## config.mk

```make
export PLATFORM = sky130hd
export DESIGN_NAME = tagalu_core
export DESIGN_NICKNAME = d
export VERILOG_FILES = /design/src/rtl/tagalu_pkg.sv /design/src/rtl/tagalu_decode.sv /design/src/rtl/tagalu_bitwise.sv /design/src/rtl/tagalu_ptrstep.sv /design/src/rtl/tagalu_core.sv
export SDC_FILE = /design/constraint.sdc
export NUM_CORES = 1
export LEC_CHECK = 0
export ABC_AREA = 1
export BUFFER_PORTS_ARGS = -buffer_cell sky130_fd_sc_hd__buf_2
export CAP_MARGIN = 20
export CORE_ASPECT_RATIO = 0.9
export CORE_MARGIN = 5
export CORE_UTILIZATION = 38
export CTS_CLUSTER_DIAMETER = 60
export DETAILED_ROUTE_END_ITERATION = 7
export SLEW_MARGIN = 20
export SYNTH_ARGS = -nofsm -noshare
export SYNTH_HDL_FRONTEND = slang
export SYNTH_HIERARCHICAL = 1
export SYNTH_SLANG_ARGS = --single-unit
```

## constraint.sdc

```tcl
create_clock -name clk -period 4.29 [get_ports clk]
set_input_delay 0.6435 -clock clk [delete_from_list [all_inputs] [get_ports clk]]
set_output_delay 0.6435 -clock clk [all_outputs]
set_load 0.02 [all_outputs]
```

## src/rtl/tagalu_pkg.sv

```systemverilog
// Package: tag codes, opcodes and trap causes shared by the tag-checked ALU.
// Assumes a 3-bit tag and a 4-bit opcode field; the data width is a module parameter.
package tagalu_pkg;
    localparam int TAG_W   = 3;
    localparam int OP_W    = 4;
    localparam int CAUSE_W = 2;

    localparam logic [TAG_W-1:0] TAG_INT  = 3'd0;
    localparam logic [TAG_W-1:0] TAG_PTR  = 3'd1;
    localparam logic [TAG_W-1:0] TAG_CONT = 3'd2;
    localparam logic [TAG_W-1:0] TAG_CLOS = 3'd3;

    typedef enum logic [OP_W-1:0] {
        OP_AND = 4'd0,
        OP_OR  = 4'd1,
        OP_XOR = 4'd2,
        OP_SHL = 4'd3,
        OP_SHR = 4'd4,
        OP_INC = 4'd5,
        OP_DEC = 4'd6
    } op_e;

    localparam logic [OP_W-1:0] OP_LAST = 4'd6;

    typedef enum logic [CAUSE_W-1:0] {
        CAUSE_NONE = 2'd0,
        CAUSE_TAG  = 2'd1,
        CAUSE_OP   = 2'd2
    } cause_e;
endpackage

```

## src/rtl/tagalu_decode.sv

```systemverilog
// Opcode and tag legality check.
// Assumes opcodes above OP_LAST are undefined; a bad opcode outranks a bad tag.
module tagalu_decode
    import tagalu_pkg::*;
(
    input  logic [OP_W-1:0]  op,
    input  logic [TAG_W-1:0] tag_a,
    input  logic [TAG_W-1:0] tag_b,
    output cause_e           cause,
    output logic             ptr_op
);
    logic op_bad;
    logic tag_bad;

    // Classify the opcode and compare the operand tags against what it needs.
    always_comb begin
        op_bad  = (op > OP_LAST);
        ptr_op  = (op == OP_INC) || (op == OP_DEC);
        if (ptr_op)
            tag_bad = (tag_a != TAG_PTR);
        else
            tag_bad = (tag_a != TAG_INT) || (tag_b != TAG_INT);
        if (op_bad)
            cause = CAUSE_OP;
        else if (tag_bad)
            cause = CAUSE_TAG;
        else
            cause = CAUSE_NONE;
    end
endmodule

```

## src/rtl/tagalu_bitwise.sv

```systemverilog
// Bitwise logic and logical barrel shifts on integer operands.
// Assumes DW is a power of two; an amount of DW or more shifts everything out.
module tagalu_bitwise
    import tagalu_pkg::*;
#(
    parameter int DW = 16
) (
    input  logic [OP_W-1:0] op,
    input  logic [DW-1:0]   a,
    input  logic [DW-1:0]   b,
    output logic [DW-1:0]   y
);
    localparam int SHW = $clog2(DW);

    logic [DW-1:0] lsh [0:SHW];
    logic [DW-1:0] rsh [0:SHW];
    logic          too_far;

    assign lsh[0]  = a;
    assign rsh[0]  = a;
    assign too_far = |b[DW-1:SHW];

    // One shifter stage for each bit of the amount, in both directions.
    for (genvar k = 0; k < SHW; k++) begin : g_stage
        assign lsh[k+1] = b[k] ? (lsh[k] << (1 << k)) : lsh[k];
        assign rsh[k+1] = b[k] ? (rsh[k] >> (1 << k)) : rsh[k];
    end

    // Select the operation result.
    always_comb begin
        unique case (op)
            OP_AND:  y = a & b;
            OP_OR:   y = a | b;
            OP_XOR:  y = a ^ b;
            OP_SHL:  y = too_far ? '0 : lsh[SHW];
            OP_SHR:  y = too_far ? '0 : rsh[SHW];
            default: y = '0;
        endcase
    end
endmodule

```

## src/rtl/tagalu_ptrstep.sv

```systemverilog
// Pointer step by a small unsigned immediate, wrapping modulo 2^DW.
// Assumes IW < DW.
module tagalu_ptrstep #(
    parameter int DW = 16,
    parameter int IW = 4
) (
    input  logic          down,
    input  logic [DW-1:0] a,
    input  logic [IW-1:0] imm,
    output logic [DW-1:0] y
);
    logic [DW-1:0] step;

    assign step = {{(DW-IW){1'b0}}, imm};

    // Add or subtract the zero-extended step; wrap-around is intended.
    always_comb begin
        if (down)
            y = a - step;
        else
            y = a + step;
    end
endmodule

```

## src/rtl/tagalu_core.sv

```systemverilog
// Tag-checked ALU top: checks tags, computes, registers the result or trap.
// One cycle of latency; outputs are zero when nothing was issued or on a trap.
module tagalu_core
    import tagalu_pkg::*;
#(
    parameter int DW = 16,
    parameter int IW = 4
) (
    input  logic               clk,
    input  logic               rst_n,
    input  logic               in_valid,
    input  logic [OP_W-1:0]    in_op,
    input  logic [TAG_W-1:0]   a_tag,
    input  logic [DW-1:0]      a_val,
    input  logic [TAG_W-1:0]   b_tag,
    input  logic [DW-1:0]      b_val,
    input  logic [IW-1:0]      in_imm,
    output logic               out_valid,
    output logic [TAG_W-1:0]   out_tag,
    output logic [DW-1:0]      out_val,
    output logic               out_trap,
    output logic [CAUSE_W-1:0] out_cause
);
    cause_e        cause;
    logic          ptr_op;
    logic [DW-1:0] logic_y;
    logic [DW-1:0] ptr_y;
    logic [TAG_W-1:0] nxt_tag;
    logic [DW-1:0]    nxt_val;

    tagalu_decode u_dec (
        .op    (in_op),
        .tag_a (a_tag),
        .tag_b (b_tag),
        .cause (cause),
        .ptr_op(ptr_op)
    );

    tagalu_bitwise #(.DW(DW)) u_bit (
        .op(in_op),
        .a (a_val),
        .b (b_val),
        .y (logic_y)
    );

    tagalu_ptrstep #(.DW(DW), .IW(IW)) u_ptr (
        .down(in_op == OP_DEC),
        .a   (a_val),
        .imm (in_imm),
        .y   (ptr_y)
    );

    // Pick the tagged result, or zero it when the operation faults.
    always_comb begin
        if (cause != CAUSE_NONE) begin
            nxt_tag = TAG_INT;
            nxt_val = '0;
        end else if (ptr_op) begin
            nxt_tag = TAG_PTR;
            nxt_val = ptr_y;
        end else begin
            nxt_tag = TAG_INT;
            nxt_val = logic_y;
        end
    end

    // Output register; cleared by reset and in cycles without an issue.
    always_ff @(posedge clk) begin
        if (!rst_n || !in_valid) begin
            out_valid <= 1'b0;
            out_tag   <= '0;
            out_val   <= '0;
            out_trap  <= 1'b0;
            out_cause <= CAUSE_NONE;
        end else begin
            out_valid <= 1'b1;
            out_tag   <= nxt_tag;
            out_val   <= nxt_val;
            out_trap  <= (cause != CAUSE_NONE);
            out_cause <= cause;
        end
    end
endmodule

```

---- Yosys cells after proc, flatten, opt, wreduce, memory -nomap -nowiden ----
Cells that the tools add are included.
Widths: inputs -> output; s select.
word-level totals
  register bits after elaboration ......... 23
  word-level logic and storage cells ...... 47
operators by class
  add/subtract/negate cells ............... 2
  magnitude comparators ................... 1
  eq/ne operators ......................... 7
  multiplexer cells ....................... 18
  bitwise gates (word level) .............. 3
  reduce and logical (&&, ||, !) cells .... 11
operators by type and width
  cell                number
  $mux 16             12
  $pmux 16 s5         1
  $add 16x4->16       1
  $and 16x16->16      1
  $or 16x16->16       1
  $sub 16x4->16       1
  $xor 16x16->16      1
  $eq 4x3->1 const B  3
  $reduce_or 12->1    1
  $eq 4x2->1 const B  2
  $reduce_bool 3->1   2
  $eq 4x1->1 const B  1
  $gt 4x3->1 const B  1
  $logic_not 4->1     1
  $mux 1              4
  $logic_or 1x1->1    3
  $ne 3x1->1 const B  1
  $logic_not 1->1     2
  $mux 2              1
  $reduce_bool 2->1   1
  $reduce_or 2->1     1

---- Logic depth before layout (Yosys ltp) ----
  depth in word-level cells ............... 7
  gate-level depth with buffers ........... 17

---- Hierarchy ----
The synthesis kept the hierarchy.
modules (own cells, without submodules)
  module          times used  cells an instance  area each (um2)  sequential area each (um2)
  tagalu_bitwise  1           458                2476.1           0.0
  tagalu_ptrstep  1           198                1009.7           0.0
  tagalu_core     1           138                923.4            420.4
  tagalu_decode   1           25                 117.6            0.0

---- Worst setup path after synthesis ----
OpenSTA, ideal clock, no wires.
  path kind ............................... in2reg
  from .................................... input in_op[0]
  to ...................................... register out_val[13]
  library setup time ...................... 112 ps
  data arrival time ....................... 2707 ps
  data required time ...................... 4178 ps
  path slack .............................. 1471 ps
  cell stages on the path ................. 16
  path buffers ............................ 0
  cells stage by stage .................... nor3_1 inv_1 a21oi_1 ha_1 nand2_1 inv_1 nand2_1 nand2_1 a21oi_1 nand2_1 nand2_1 nand2_1 nand2_1 inv_1 nor2_1 nor2_1
on the way
  elaborated cells on any way between the ends .. 17
  classes of those cells .................. order compare: 1; eq/ne: 6; mux: 6; reduce/logical: 4
RTL lines
  element               RTL line              text
  start, declared       tagalu_core.sv:12     input logic [OP_W-1:0] in_op,
  $eq 4x3->1            tagalu_core.sv:47     .down(in_op == OP_DEC),
  $mux 16               tagalu_ptrstep.sv:18  if (down)
  net ptr_y[13]         tagalu_core.sv:27     logic [DW-1:0] ptr_y;
  $mux 16               tagalu_core.sv:58     end else if (ptr_op) begin
  end signal, assigned  tagalu_core.sv:78     out_val <= nxt_val;
  end, declared         tagalu_core.sv:20     output logic [DW-1:0] out_val,
The timed path passes the listed nets, and every way through them passes these cells.
A chain may end at the register's enable or synchronous reset.

---- Worst setup path in the final report ----
  from .................................... input in_op[1]
  to ...................................... register out_val[13]
The elaborated chain is that of the path after synthesis.

==> flow_metrics.py <==
metrics = {
    "timing": {
        "tightest_slew_ns": 0.7111,
        "whs_ns": 0.6583,
        "slew_headroom": 0.5248,
        "fmax_mhz": 340.3,
        "fin_crit_ns": 2.939,
        "rsz0062_at_grt": "no",
        "finalSetupTns_ns": 0,
        "fin_crit_sh": 0.6850,
        "setup_viol": 0,
        "hold_violations": 0,
        "slew_violations": 0,
    },
    "final_layout": {
        "most-common-layout-cells": "241 x nand2_1, 143 x nor2_1, 122 x inv_1, 109 x nand3_1, 69 x buf_2",
        "final_common_cell": "nand2_1",
        "utilization": 0.4293,
        "diodes": 0,
        "layout.cells.non_filler": 1027,
        "final_area_um2": 4949,
        "syn_to_final_growth_pct": 9.315,
        "drive_gt1_frac": 0.1412,
        "nets": 973,
    },
    "grt": {
        "use_met3": 0.03464,
        "track_usage": 0.2029,
        "overflow": 0,
        "grt_max_degree": 39,
        "gr-usage-met1": 0.3060,
        "antenna_found_initial": 0,
        "busiest_layer": "met1",
        "grt_pass1_vias": 4529,
        "met2_usage": 0.3038,
        "grt_pass1_wl_mm": 23.69,
    },
    "synthesis": {
        "ys_seq_area_frac": 0.09287,
        "synthDistinctLibCells": 41,
        "yosys.area_share.xor_xnor": 0.01548,
        "syn_area_um2": 4527,
        "yosys_warnings": 6,
        "yosys.area_share.simple": 0.5252,
        "synth_top_family_by_area": "simple AND/OR/NAND/NOR gates",
        "synth.mux.area_fraction": 0,
        "ys_ff_latch": 21,
        "synthAdderAreaFrac": 0.1454,
        "syn-instance-count": 819,
        "synth-compound-area-share": 0.05915,
        "syn_area_per_cell_um2": 5.527,
    },
    "drt": {
        "first_pass_iters": 5,
        "drtAntennaViolNets": 0,
        "wirelength_mm": 14.89,
        "drt_first_iter_violations": 551,
        "wl_per_cell_um": 14.50,
        "drc_errors": 0,
        "dr_total_vias": 5130,
        "avgViaCountPerCell": 4.995,
    },
    "clock_network": {
        "ctsLongestPathBuffers": 2,
        "cts_tree": "yes",
        "clkTransAtPathRegs_ns": 0.05,
        "cts_setup_buffers": 0,
        "cts_max_level": 1,
        "cts.root.buffer_cell": "clkbuf_16",
        "cts_resized": 0,
        "numCtsBuffers": 3,
        "numClockSinks": 21,
        "ctsHoldBuffers": 0,
    },
    "power_and_ir_drop": {
        "vdd_drop_max_v": 0.0001744,
        "cellLeakagePower_uw": 0.003030,
        "power_density_nw_per_um2": 158.8,
    },
    "die": {
        "design.core.area_um2": 11530,
        "pin_count": 72,
        "die_width_um": 125.1,
        "core.rowCount": 37,
        "dieHeight_um": 113.5,
        "initial_core_util": 0.3927,
        "dieArea_um2": 14200,
    },
    "critical_path": {
        "crit_type": "input pin to flop",
        "start_kind": "input pin",
        "cp-endpoint": "out_val[13]$_SDFF_PP0_",
        "end_kind": "flop",
        "crit_required_ns": 4.42,
        "arrival_ns": 3.07,
        "startpoint": "in_op[1]",
        "cp_max_fo": 9,
    },
    "run_status": {
        "outcome": "complete, no violations",
    },
    "placement": {
        "io_buffers": 69,
        "dp_hpwl_mm": 12.24,
        "placed_area_um2": 4868,
        "dp_cells": 1023,
        "gp_congestion": 1.026,
    },
    "hold_path": {
        "worstHoldStart": "in_valid",
        "hold_class": "input pin to flop",
    },
    "flow_run": {
        "maxCapViolCount": 0,
    },
}
-- Yosys cell counts, drive strengths merged --
cell type  count  area, µm²
fa             1      20.02
nand2        254       1021
a221oi        13      126.4
buf           23      210.2
a21oi         17      85.08
clkinv         3      16.27
nand4          4      25.02
xor2           7      61.31
a22oi          1      7.510
nor2         155      641.9
nand3        115      613.1
nor4           1      6.260
xnor2          1      8.760
nand3b         1      7.510
o21ai          9      48.79
nor3           5      35.03
dfxtp         21      420.4
conb           1      3.750
or2            3      18.78
inv          132      503.0
and2           1      8.760
ha            51      638.1
-- flip-flops by register name, summed over array words and instances, names as in the netlist --
register,flops
out_trap,1
out_valid,1
out_cause,2
out_val,16
out_tag,1
-- routing by layer --
metal | vias up | routed length [µm]
met1 | 2222 | 7319
met2 | 245 | 5958
met4 | 0 | 263
li1 | 2642 | -
met3 | 21 | 1347
met5 | - | 0
-- through the flow --
stage | power [µW] | worst slack [ns]
after global routing | 850.6 | 0.9728
after detailed placement | 591.8 | 1.141
after global placement | 593.6 | 1.181
after floorplan | 484.6 | 1.471
final | 786.0 | 1.351
after CTS | 785.3 | 1.390
-- cell families after synthesis --
logic type / after synthesis
other: 1
AOI/OAI and AO/OA: 40
xor gates and xnor gates: 8
adders and majority gates: 52
DFF: 21
and+or+nand+nor: 539
buffers and inverters: 158
-- worst max-delay path, cell delays in order --
cell     delay (ns)
buf_2          0.18
nand2_1        0.07
nor3_1         0.14
buf_4          0.19
inv_1          0.06
a21oi_1        0.46
ha_1           0.39
nand2_1        0.19
inv_1          0.06
nand2_1        0.06
nand2_1        0.04
a21oi_1        0.17
nand2_1        0.08
nand2_1        0.06
nand2_1        0.04
nand2_1        0.05
inv_1          0.04
nor2_1         0.09
nor2_1         0.05
-- how the worst min path moves through the flow --
stage / slack [ns] / endpoint / depth (start not counted)
floorplan: 0.80 / out_cause[0]$_SDFF_PP0_ / 2
global placement: 0.91 / out_valid$_DFF_P_ / 3
detailed placement: 0.91 / out_valid$_DFF_P_ / 3
CTS: 0.66 / out_valid$_DFF_P_ / 3
global route: 0.67 / out_valid$_DFF_P_ / 3
finish: 0.66 / out_valid$_DFF_P_ / 3
-- power by group --
part | total [µW] | internal, µW | switching [µW]
Combinational | 394 | 128 | 266
Clock | 193 | 125 | 67.9
Sequential | 199 | 198 | 0.737
Total | 786 | 451 | 335
-- area by class of cell --
class | instances | area, µm²
clock buffer | 3 | 75.07
clock inverter | 1 | 5.005
fill | 1265 | 6579
inverter | 135 | 519.2
multi-input combinational | 641 | 3381
sequential | 21 | 420.4
tap | 156 | 195.2
timing repair buffer | 70 | 352.8
(Power assumes the default switching activity.)
